### config.mk
export PLATFORM = sky130hd
export DESIGN_NAME = lace_fb_scanout
export DESIGN_NICKNAME = d
export VERILOG_FILES = /design/src/rtl/lace_pkg.sv /design/src/rtl/lace_timing.sv /design/src/rtl/lace_fetch.sv /design/src/rtl/lace_pipe.sv /design/src/rtl/lace_fb_scanout.sv
export SDC_FILE = /design/constraint.sdc
export NUM_CORES = 1
export LEC_CHECK = 0
export BUFFER_PORTS_ARGS = -buffer_cell sky130_fd_sc_hd__buf_4
export CAP_MARGIN = 5
export CORE_ASPECT_RATIO = 0.5
export CORE_UTILIZATION = 54
export DETAILED_ROUTE_END_ITERATION = 7
export PLACE_DENSITY = 0.9
export SLEW_MARGIN = 20
export SYNTH_ARGS = -nofsm -noshare
export SYNTH_HDL_FRONTEND = slang
export SYNTH_SLANG_ARGS = --single-unit
### constraint.sdc
create_clock -name clk -period 2.2 [get_ports clk]
set_input_delay 0.22 -clock clk [delete_from_list [all_inputs] [get_ports clk]]
set_output_delay 0.22 -clock clk [all_outputs]
set_load 0.01 [all_outputs]
### src/rtl/lace_pkg.sv
package lace_pkg;
   // status byte layout seen by the host
   localparam int ST_BLANK    = 0;
   localparam int ST_PEN_TRIG = 1;
   localparam int ST_PEN_SW   = 2;
   localparam int ST_VSYNC    = 3;
   // light-pen hardware is absent: both bits read as constants
   localparam logic PEN_TRIG_LVL = 1'b0;
   localparam logic PEN_SW_LVL   = 1'b0;

   typedef struct packed {
      logic de;
      logic hs;
      logic vs;
   } sync_t;
endpackage

### src/rtl/lace_timing.sv
module lace_timing #(
   parameter int H_ACT = 320,
   parameter int H_FP  = 8,
   parameter int H_SW  = 32,
   parameter int H_BP  = 40,
   parameter int V_ACT = 200,
   parameter int V_FP  = 12,
   parameter int V_SW  = 3,
   parameter int V_BP  = 47,
   localparam int H_TOT = H_ACT + H_FP + H_SW + H_BP,
   localparam int V_TOT = V_ACT + V_FP + V_SW + V_BP,
   localparam int HW    = $clog2(H_TOT + 1),
   localparam int VW    = $clog2(V_TOT + 1)
) (
   input  logic          clk,
   input  logic          rst_n,
   output logic [HW-1:0] hc,
   output logic          line_odd,
   output logic          active,
   output logic          hs,
   output logic          vs,
   output logic          frame_end
);
   localparam logic [HW-1:0] H_LAST = HW'(H_TOT - 1);
   localparam logic [VW-1:0] V_LAST = VW'(V_TOT - 1);
   localparam logic [HW-1:0] HA_C   = HW'(H_ACT);
   localparam logic [HW-1:0] HS_BEG = HW'(H_ACT + H_FP);
   localparam logic [HW-1:0] HS_END = HW'(H_ACT + H_FP + H_SW);
   localparam logic [VW-1:0] VA_C   = VW'(V_ACT);
   localparam logic [VW-1:0] VS_BEG = VW'(V_ACT + V_FP);
   localparam logic [VW-1:0] VS_END = VW'(V_ACT + V_FP + V_SW);

   logic [VW-1:0] vc;

   always_ff @(posedge clk) begin
      if (!rst_n) begin
         hc <= '0;
         vc <= '0;
      end else if (hc == H_LAST) begin
         hc <= '0;
         vc <= (vc == V_LAST) ? '0 : vc + 1'b1;
      end else begin
         hc <= hc + 1'b1;
      end
   end

   assign line_odd  = vc[0];
   assign active    = (hc < HA_C) && (vc < VA_C);
   assign hs        = (hc >= HS_BEG) && (hc < HS_END);
   assign vs        = (vc >= VS_BEG) && (vc < VS_END);
   assign frame_end = (hc == H_LAST) && (vc == V_LAST);

   AST_HC_WRAP: assert property (@(posedge clk) disable iff (!rst_n)
      (hc == H_LAST) |=> (hc == '0));
endmodule

### src/rtl/lace_fetch.sv
module lace_fetch #(
   parameter int ADDR_W = 13
) (
   input  logic              clk,
   input  logic              rst_n,
   input  logic [1:0]        hc_lo,
   input  logic              line_odd,
   input  logic              active,
   input  logic              frame_end,
   output logic [ADDR_W-1:0] ofs0,
   output logic [ADDR_W-1:0] ofs1,
   input  logic [7:0]        rd0,
   input  logic [7:0]        rd1,
   output logic [1:0]        pix_top
);
   logic       fetch;
   logic       fetch_q;
   logic       odd_q;
   logic [7:0] sh;

   // one address per 4-pixel group, issued at the group's first pixel
   assign fetch = active && (hc_lo == 2'b00);

   always_ff @(posedge clk) begin
      if (!rst_n) begin
         ofs0    <= '0;
         ofs1    <= '0;
         fetch_q <= 1'b0;
         odd_q   <= 1'b0;
         sh      <= '0;
      end else begin
         if (frame_end) begin
            ofs0 <= '0;
            ofs1 <= '0;
         end else if (fetch) begin
            if (line_odd) ofs1 <= ofs1 + 1'b1;
            else          ofs0 <= ofs0 + 1'b1;
         end
         fetch_q <= fetch;
         odd_q   <= line_odd;
         if (fetch_q) sh <= odd_q ? rd1 : rd0;
         else         sh <= {sh[5:0], 2'b00};
      end
   end

   assign pix_top = sh[7:6];

   AST_EVEN_HOLD: assert property (@(posedge clk) disable iff (!rst_n)
      (fetch && line_odd && !frame_end) |=> $stable(ofs0));
   AST_ODD_HOLD: assert property (@(posedge clk) disable iff (!rst_n)
      (fetch && !line_odd && !frame_end) |=> $stable(ofs1));
   AST_FRAME_CLR: assert property (@(posedge clk) disable iff (!rst_n)
      frame_end |=> (ofs0 == '0 && ofs1 == '0));
endmodule

### src/rtl/lace_pipe.sv
module lace_pipe #(
   parameter int W     = 3,
   parameter int DEPTH = 2
) (
   input  logic         clk,
   input  logic         rst_n,
   input  logic [W-1:0] din,
   output logic [W-1:0] dout
);
   generate
      if (DEPTH == 1) begin : g_single
         always_ff @(posedge clk) begin
            if (!rst_n) dout <= '0;
            else        dout <= din;
         end
      end else begin : g_chain
         logic [DEPTH*W-1:0] stg;
         always_ff @(posedge clk) begin
            if (!rst_n) stg <= '0;
            else        stg <= {stg[(DEPTH-1)*W-1:0], din};
         end
         assign dout = stg[DEPTH*W-1 -: W];
      end
   endgenerate
endmodule

### src/rtl/lace_fb_scanout.sv
module lace_fb_scanout #(
   parameter int H_ACT  = 320,
   parameter int H_FP   = 8,
   parameter int H_SW   = 32,
   parameter int H_BP   = 40,
   parameter int V_ACT  = 200,
   parameter int V_FP   = 12,
   parameter int V_SW   = 3,
   parameter int V_BP   = 47,
   parameter int ADDR_W = 13
) (
   input  logic              clk,
   input  logic              rst_n,
   output logic [ADDR_W-1:0] bank0_addr,
   input  logic [7:0]        bank0_rdata,
   output logic [ADDR_W-1:0] bank1_addr,
   input  logic [7:0]        bank1_rdata,
   output logic [1:0]        pix_idx,
   output logic              disp_en,
   output logic              hsync,
   output logic              vsync,
   output logic [7:0]        stat_byte
);
   import lace_pkg::*;

   localparam int H_TOT     = H_ACT + H_FP + H_SW + H_BP;
   localparam int V_TOT     = V_ACT + V_FP + V_SW + V_BP;
   localparam int HW        = $clog2(H_TOT + 1);
   localparam int BANK_LINES = (V_ACT + 1) / 2;
   localparam int BANK_BYTES = (H_ACT / 4) * BANK_LINES;
   // bank read takes one clock, shifter load takes one more
   localparam int LAT       = 2;

   generate
      if (H_ACT < 4 || (H_ACT % 4) != 0) begin : g_bad_hact
         $error("H_ACT must be a positive multiple of 4");
      end
      if (H_SW < 1 || V_SW < 1 || V_ACT < 1) begin : g_bad_sync
         $error("sync widths and V_ACT must be at least 1");
      end
      if (BANK_BYTES > (1 << ADDR_W)) begin : g_bad_aw
         $error("ADDR_W too small for one bank of the active area");
      end
   endgenerate

   logic [HW-1:0] hc;
   logic          line_odd, active, hs, vs, frame_end;
   logic [1:0]    pix_top;
   sync_t         sync_in, sync_out;

   lace_timing #(
      .H_ACT(H_ACT), .H_FP(H_FP), .H_SW(H_SW), .H_BP(H_BP),
      .V_ACT(V_ACT), .V_FP(V_FP), .V_SW(V_SW), .V_BP(V_BP)
   ) timing_i (
      .clk(clk), .rst_n(rst_n), .hc(hc), .line_odd(line_odd),
      .active(active), .hs(hs), .vs(vs), .frame_end(frame_end)
   );

   lace_fetch #(.ADDR_W(ADDR_W)) fetch_i (
      .clk(clk), .rst_n(rst_n), .hc_lo(hc[1:0]), .line_odd(line_odd),
      .active(active), .frame_end(frame_end),
      .ofs0(bank0_addr), .ofs1(bank1_addr),
      .rd0(bank0_rdata), .rd1(bank1_rdata), .pix_top(pix_top)
   );

   assign sync_in = '{de: active, hs: hs, vs: vs};

   lace_pipe #(.W($bits(sync_t)), .DEPTH(LAT)) pipe_i (
      .clk(clk), .rst_n(rst_n), .din(sync_in), .dout(sync_out)
   );

   assign disp_en = sync_out.de;
   assign hsync   = sync_out.hs;
   assign vsync   = sync_out.vs;
   assign pix_idx = sync_out.de ? pix_top : 2'b00;

   always_comb begin
      stat_byte              = '0;
      stat_byte[ST_BLANK]    = ~sync_out.de;
      stat_byte[ST_PEN_TRIG] = PEN_TRIG_LVL;
      stat_byte[ST_PEN_SW]   = PEN_SW_LVL;
      stat_byte[ST_VSYNC]    = sync_out.vs;
   end

   AST_VS_NOT_DE: assert property (@(posedge clk) disable iff (!rst_n)
      vsync |-> !disp_en);
endmodule

==> results of run 1 <==
sequential cells by signal, indices dropped and copies added, names as in the netlist:
| register | flops |
|---|---|
| fetch_i.ofs0 | 13 |
| fetch_i.sh | 8 |
| timing_i.vc | 9 |
| fetch_i.ofs1 | 13 |
| fetch_i.fetch_q | 1 |
| pipe_i.g_chain.stg | 6 |
| fetch_i.odd_q | 1 |
| timing_i.hc | 9 |
per-layer routing:
layer	vias up	global-route usage
met5	-	0
met4	0	0.110
met3	25	0.0665
met2	105	0.429
met1	1203	0.278
li1	1251	-
logic make-up after synthesis:
| logic type | synth area share |
|---|---|
| xor+xnor | 0.0623 |
| other cells | 0.00133 |
| simple gates | 0.264 |
| fa+ha+maj | 0.0311 |
| mux | 0.0356 |
| flops | 0.427 |
| buf+inv | 0.0591 |
| compound gates | 0.120 |
path summary, 6_finish.rpt:
check | slack, ns | start | endpoint | depth (start not counted)
setup reg to reg | 0.11 | timing_i.vc[3]$_SDFFE_PN0P_ | fetch_i.ofs1[9]$_SDFFE_PP0P_ | 6
setup / recovery | 0.11 | timing_i.vc[3]$_SDFFE_PN0P_ | fetch_i.ofs1[9]$_SDFFE_PP0P_ | 6
hold / removal | 0.11 | bank0_rdata[0] | fetch_i.sh[0]$_SDFF_PN0_ | 3
hold reg to reg | 0.43 | pipe_i.g_chain.stg[1]$_SDFF_PN0_ | pipe_i.g_chain.stg[4]$_SDFF_PN0_ | 1
area by class of cell:
| cell class | instances | area (µm²) | area share |
|---|---|---|---|
| clock buffers | 9 | 124 | 0.0358 |
| clock inverters | 7 | 101 | 0.0293 |
| inverters | 9 | 33.8 | 0.00975 |
| multi-input cells | 235 | 1480 | 0.428 |
| flip-flops and latches | 60 | 1200 | 0.347 |
| well taps | 70 | 87.6 | 0.0253 |
| repair buffers | 56 | 433 | 0.125 |
tightest hold or removal path: cells and delay by family:
family        cells  cell delay [ns]
buf+inv           1             0.07
mux               1             0.05
simple gates      1             0.07
stage by stage:
| step | utilization | hold WS, ns | cells |
|---|---|---|---|
| 5_1_grt | 0.696 | 0.137 | 446 |
| 6_report | 0.696 | 0.109 | 446 |
| 3_5_place_dp | 0.648 | 0.419 | 430 |
| 2_1_floorplan | - | 0.364 | 329 |
| 4_1_cts | 0.693 | 0.0985 | 446 |
| 3_3_place_gp | 0.648 | 0.416 | 430 |
layout by cell type (no fill, tap or decap), types with 9 or more instances in the layout:
cell type | netlist | routed
dfxtp_1 | 60 | 60
buf_4 | 8 | 55
nor2_1 | 36 | 36
a21oi_1 | 21 | 21
nand2_1 | 19 | 19
nand3_1 | 18 | 17
o31ai_1 | 12 | 12
xnor2_1 | 12 | 12
or4_1 | 12 | 11
nand4_1 | 11 | 11
mux2i_1 | 10 | 10
inv_1 | 9 | 9
or3_1 | 9 | 9
clkbuf_8 | 0 | 9
where the power goes:
part	internal [mW]	switching [mW]	total, mW
logic	0.0723	0.0764	0.149
registers	1.11	0.0256	1.14
clock network	0.642	0.464	1.11
total	1.83	0.566	2.39
==> metrics.txt, run 1 <==
Setup WS post-layout=~0.11 ns; synthesis-stage register bit count=60; classification of the worst-slack hold path=primary input to register; worst endpoint required time=about 2.5 ns; Startpoint Class=register; antenna violations before repair=0; Top cell by count, worst path=buf_4; cell with the largest stage delay on the worst path=or4_1; diode insertion count for antenna repair=0; number of max-slew violations in the final report=0; Syn-to-layout area delta=23.1%; most instantiated flip-flop cell in the synthesis netlist=dfxtp_1; Finished Cell Area=approximately 3500 µm²; top cell type by total area after synthesis=dfxtp_1; TritonCTS Buffers=9; fillers=about 380; clock slew at reported path FFs=roughly 0.07 ns; share of the clock period used by the worst path after layout=0.952; area of placed instances=3220 µm²; Yosys warnings=0; Clock Tree Buf Depth=2; number of H-tree levels=3; clock skew after layout=0.00868 ns; All-Layer GR Usage=0.240; width of the die=approximately 100 µm; aggregate negative setup slack=0 ns; clock net sink count=60; RSZ-0062 raised after global routing=no; number of optimization iterations in the first detailed-route pass=5; share of final-layout standard cells stronger than drive strength 1=0.207; Max VDD drop=just over 0.4 mV; Setup Fix Bufs, Post-CTS=0; Antenna Nets Post-Route=0; leakage power figure=approximately 1.3 nW; # hold bufs at CTS=0; cell chain of the critical path=buf_4 > o311ai_2 > nand3_1 > buf_4 > or4_1 > a21oi_1; sequential cell area fraction in the yosys report=0.427; maximum number of pins on one net before global-route repair=35; Worst Path Max Fanout=17; mean number of vias per cell=around 5.8; sum of met2 wire segment lengths after detailed routing=around 3.2 mm; Largest delay share family, worst path=simple AND/OR/NAND/NOR gates; clock tree root driver cell=clkbuf_8; netlist area before placement=2810 µm²; nets@finish=between 300 and 400; GP Congestion=between 0.8 and 0.9; worst path bufs/invs=2; number of gates resized after CTS=0; remaining routing DRC violations=0; Setup Crit Path Kind=register to register; highest routing layer actually used=met4; Placeable Area=between 4000 and 5000 µm²; worst slew margin relative to its limit=0.596; Avg Cell Area, Syn=a little under 9 µm²; cell with the most instances after synthesis=dfxtp_1; total number of vias=around 2,600; pwr/cell area=around 690 nW/µm²; max-capacitance violation count=0; dominant cells by area after synthesis=dfxtp_1, nor2_1, a21oi_1; Wirelength per Cell=about 15 µm; kind of end point of the critical path=register; total routed wirelength=between 6 and 7 mm; row count=18; Synth async-reset ratio=0; Final Critical Period=2.09 ns; Final Hold Violating Endpoints=0; overall power after layout=~2.4 mW; effective utilization at floorplan=0.565; Final setup violation count=0; post-synthesis cell count=about 320; Buffers on Ports=50; outcome=finished, final reports clean; detailed route wirelength on metal3=about 360 µm; data arrival time of the critical path=between 2 and 2.5 ns; clk_lat worst skew=0.35 ns; slew at the pin with the worst max-slew slack=0.600 ns; Met1 Routed Length=~2.8 mm; num ports=57; half-perimeter wire length after detailed placement=between 4 and 5 mm; most common library cells after synthesis=dfxtp_1, nor2_1, a21oi_1; die boundary height=~53 µm; drt initial violations=about 210; TritonCTS clock tree=yes; share of the synthesized area in the top cell type=0.427; largest stage delay on the critical path=0.54 ns; aggregate global routing overflow=0; number of global-route vias before repair=approximately 2,200; wire length of the first global-routing pass=between 10 and 15 mm; number of enable-type register cells in the synthesized netlist=0; Post-Place Worst Slack=between 0.1 and 0.15 ns; Unique masters post-synth=38; area of the die=around 5500 µm²; fmax=roughly 0.48 GHz
Note: power is estimated with default switching activity, not from simulation.
==> run 2, diff against run 1 <==
--- a/config.mk
+++ b/config.mk
@@ -11,5 +11,5 @@
 export CORE_UTILIZATION = 54
 export DETAILED_ROUTE_END_ITERATION = 7
-export PLACE_DENSITY = 0.9
+export PLACE_DENSITY = 0.79
 export SLEW_MARGIN = 20
 export SYNTH_ARGS = -nofsm -noshare
==> constraint.sdc (replaced) <==
create_clock -name clk -period 2.2 [get_ports clk]
set_input_delay 0.22 -clock clk [delete_from_list [all_inputs] [get_ports clk]]
set_output_delay 0.22 -clock clk [all_outputs]
set_load 0.005 [all_outputs]
==> metrics.txt, run 2 (synthesis results as in run 1) <==
mean number of vias per cell=5.72 (-1.2%); number of standard cells in the layout, taps in and fillers out=446 (unchanged); Top Registers=fetch_i.ofs0 (13), fetch_i.ofs1 (13); share of the clock period used by the worst path after layout=0.935 (-0.0172); Setup WS post-layout=0.144 ns (+0.0378 ns); aggregate negative setup slack=0 ns (unchanged); footprint of the multi-input gates=1470 µm² (-0.93%); GP Congestion=0.756 (-12%); Seq. cell area=1200 µm² (unchanged); diode insertion count for antenna repair=0 (unchanged); share of final-layout standard cells stronger than drive strength 1=0.197 (-0.0106); placed insts=430 (unchanged); slew at the pin with the worst max-slew slack=0.554 ns (-0.0459 ns); number of global-route vias before repair=2,212 (-1.5%); Antenna Nets Post-Route=0 (unchanged); Worst Path Max Fanout=10 (-7); # hold bufs at CTS=0 (unchanged); Syn-to-layout area delta=22.3%; antenna violations before repair=0 (unchanged); Top cell by count, worst path=or4_1; classification of the worst-slack hold path=primary input to register; maximum number of pins on one net before global-route repair=35 (unchanged); nets@finish=396 (unchanged); Post-Place Worst Slack=0.173 ns (+0.0352 ns); most common cell after layout, fill and taps aside=dfxtp_1; total routed wirelength=6.23 mm (-4.2%); Setup Crit Path Kind=register to register; Wirelength per Cell=14.0 µm (-4.2%); leakage power figure=1.28 nW (-1.1%); wire length of the first global-routing pass=10.0 mm (-2.2%); worst endpoint required time=2.48 ns (about the same); final-layout worst hold slack=0.113 ns (+0.00400 ns); clock skew after layout=0.00451 ns (-0.00417 ns); aggregate global routing overflow=0 (unchanged); number of max-slew violations in the final report=0 (unchanged); Setup Fix Bufs, Post-CTS=0 (unchanged); total number of vias=2,553 (-1.2%); cell chain of the critical path=o311a_1 > or4_1 > or4_1 > a21oi_1; RSZ-0062 raised after global routing=no; outcome=finished, final reports clean; area of the die=5520 µm² (unchanged); pwr/cell area=686 nW/µm² (-0.62%); half-perimeter wire length after detailed placement=4.24 mm (-2.4%); Clock Tree Buf Depth=2 (unchanged); number of H-tree levels=3 (unchanged); Largest delay share family, worst path=simple AND/OR/NAND/NOR gates; kind of end point of the critical path=register; remaining routing DRC violations=0 (unchanged); effective utilization at floorplan=0.565 (unchanged); Placeable Area=4980 µm² (unchanged); clock slew at reported path FFs=0.07 ns (about the same); fmax=0.486 GHz (+1.8%); fillers=412 (+9.3%); Final setup violation count=0 (unchanged); number of optimization iterations in the first detailed-route pass=4 (-1); width of the die=104 µm (unchanged); max-capacitance violation count=0 (unchanged); drt initial violations=89 (-57%); largest stage delay on the critical path=0.67 ns (+0.13 ns); Final Hold Violating Endpoints=0 (unchanged); row count=18 (unchanged); worst path bufs/invs=0 (-2); cell with the largest stage delay on the worst path=or4_1; number of gates resized after CTS=0 (unchanged); data arrival time of the critical path=2.33 ns (-0.04 ns); Buffers on Ports=50 (unchanged); Finished Cell Area=3440 µm² (-0.65%); area of placed instances=3220 µm² (unchanged); num ports=57 (unchanged); final core utilization=0.691 (-0.00453); TritonCTS Buffers=9 (unchanged); Final Critical Period=2.06 ns (-0.0378 ns); die boundary height=53.0 µm (unchanged); Startpoint Class=register; clock tree root driver cell=clkbuf_8; Max VDD drop=0.349 mV (-15%); worst slew margin relative to its limit=0.626 (+0.0291); clk_lat worst skew=0.34 ns (about the same); commonest non-fill, non-tap cells in the layout=dfxtp_1, buf_4, nor2_1; All-Layer GR Usage=0.237 (-0.00302); TritonCTS clock tree=yes; overall power after layout=2.36 mW (-1.3%); clock net sink count=60 (unchanged)
-- run 2: changes by cell type in the layout (fill, tap and decap cells not counted) --
cell / previous run / this run
nand3_2: 1 / 0
nor3b_1: 0 / 1
clkbuf_1: 0 / 1
clkinv_2: 0 / 1
clkinv_4: 3 / 1
nand3_1: 17 / 18
or4_1: 11 / 12
nor3b_2: 1 / 0
or4_4: 1 / 0
-- run 2: where the power goes --
| part | internal, mW | total (mW) | switching [mW] |
|---|---|---|---|
| Combinational | 0.0705 | 0.137 | 0.0666 |
| Sequential | 1.11 | 1.14 | 0.0253 |
| Clock | 0.637 | 1.09 | 0.450 |
| Total | 1.82 | 2.36 | 0.542 |
-- run 2: per-layer routing --
metal | routed length (µm) | up-vias | global-route usage
li1 | - | 1255 | -
met1 | 2820 | 1214 | 0.273
met2 | 3000 | 78 | 0.429
met3 | 360 | 6 | 0.0850
met4 | 53 | 0 | 0.0643
met5 | 0 | - | 0
-- run 2: worst register-to-register path, stage by stage (launching register included) --
cell	delay, ns
dfxtp_1	0.38
o311a_1	0.34
or4_1	0.67
or4_1	0.46
a21oi_1	0.14
-- run 2: area by class of cell --
| type | instances | share of cell area |
|---|---|---|
| multi-input cells | 235 | 0.427 |
| flip-flops and latches | 60 | 0.349 |
| repair buffers | 56 | 0.126 |
| clock buffers | 10 | 0.0371 |
| clock inverters | 6 | 0.0258 |
| well taps | 70 | 0.0255 |
| inverters | 9 | 0.00982 |
-- run 2: final timing paths --
path	from	endpoint	slack [ns]	cells past startpoint
max	timing_i.vc[5]$_SDFFE_PN0P_	fetch_i.ofs1[12]$_SDFFE_PP0P_	0.14	4
min	bank0_rdata[1]	fetch_i.sh[1]$_SDFF_PN0_	0.11	3
max reg2reg	timing_i.vc[5]$_SDFFE_PN0P_	fetch_i.ofs1[12]$_SDFFE_PP0P_	0.14	4
min reg2reg	pipe_i.g_chain.stg[1]$_SDFF_PN0_	pipe_i.g_chain.stg[4]$_SDFF_PN0_	0.44	1
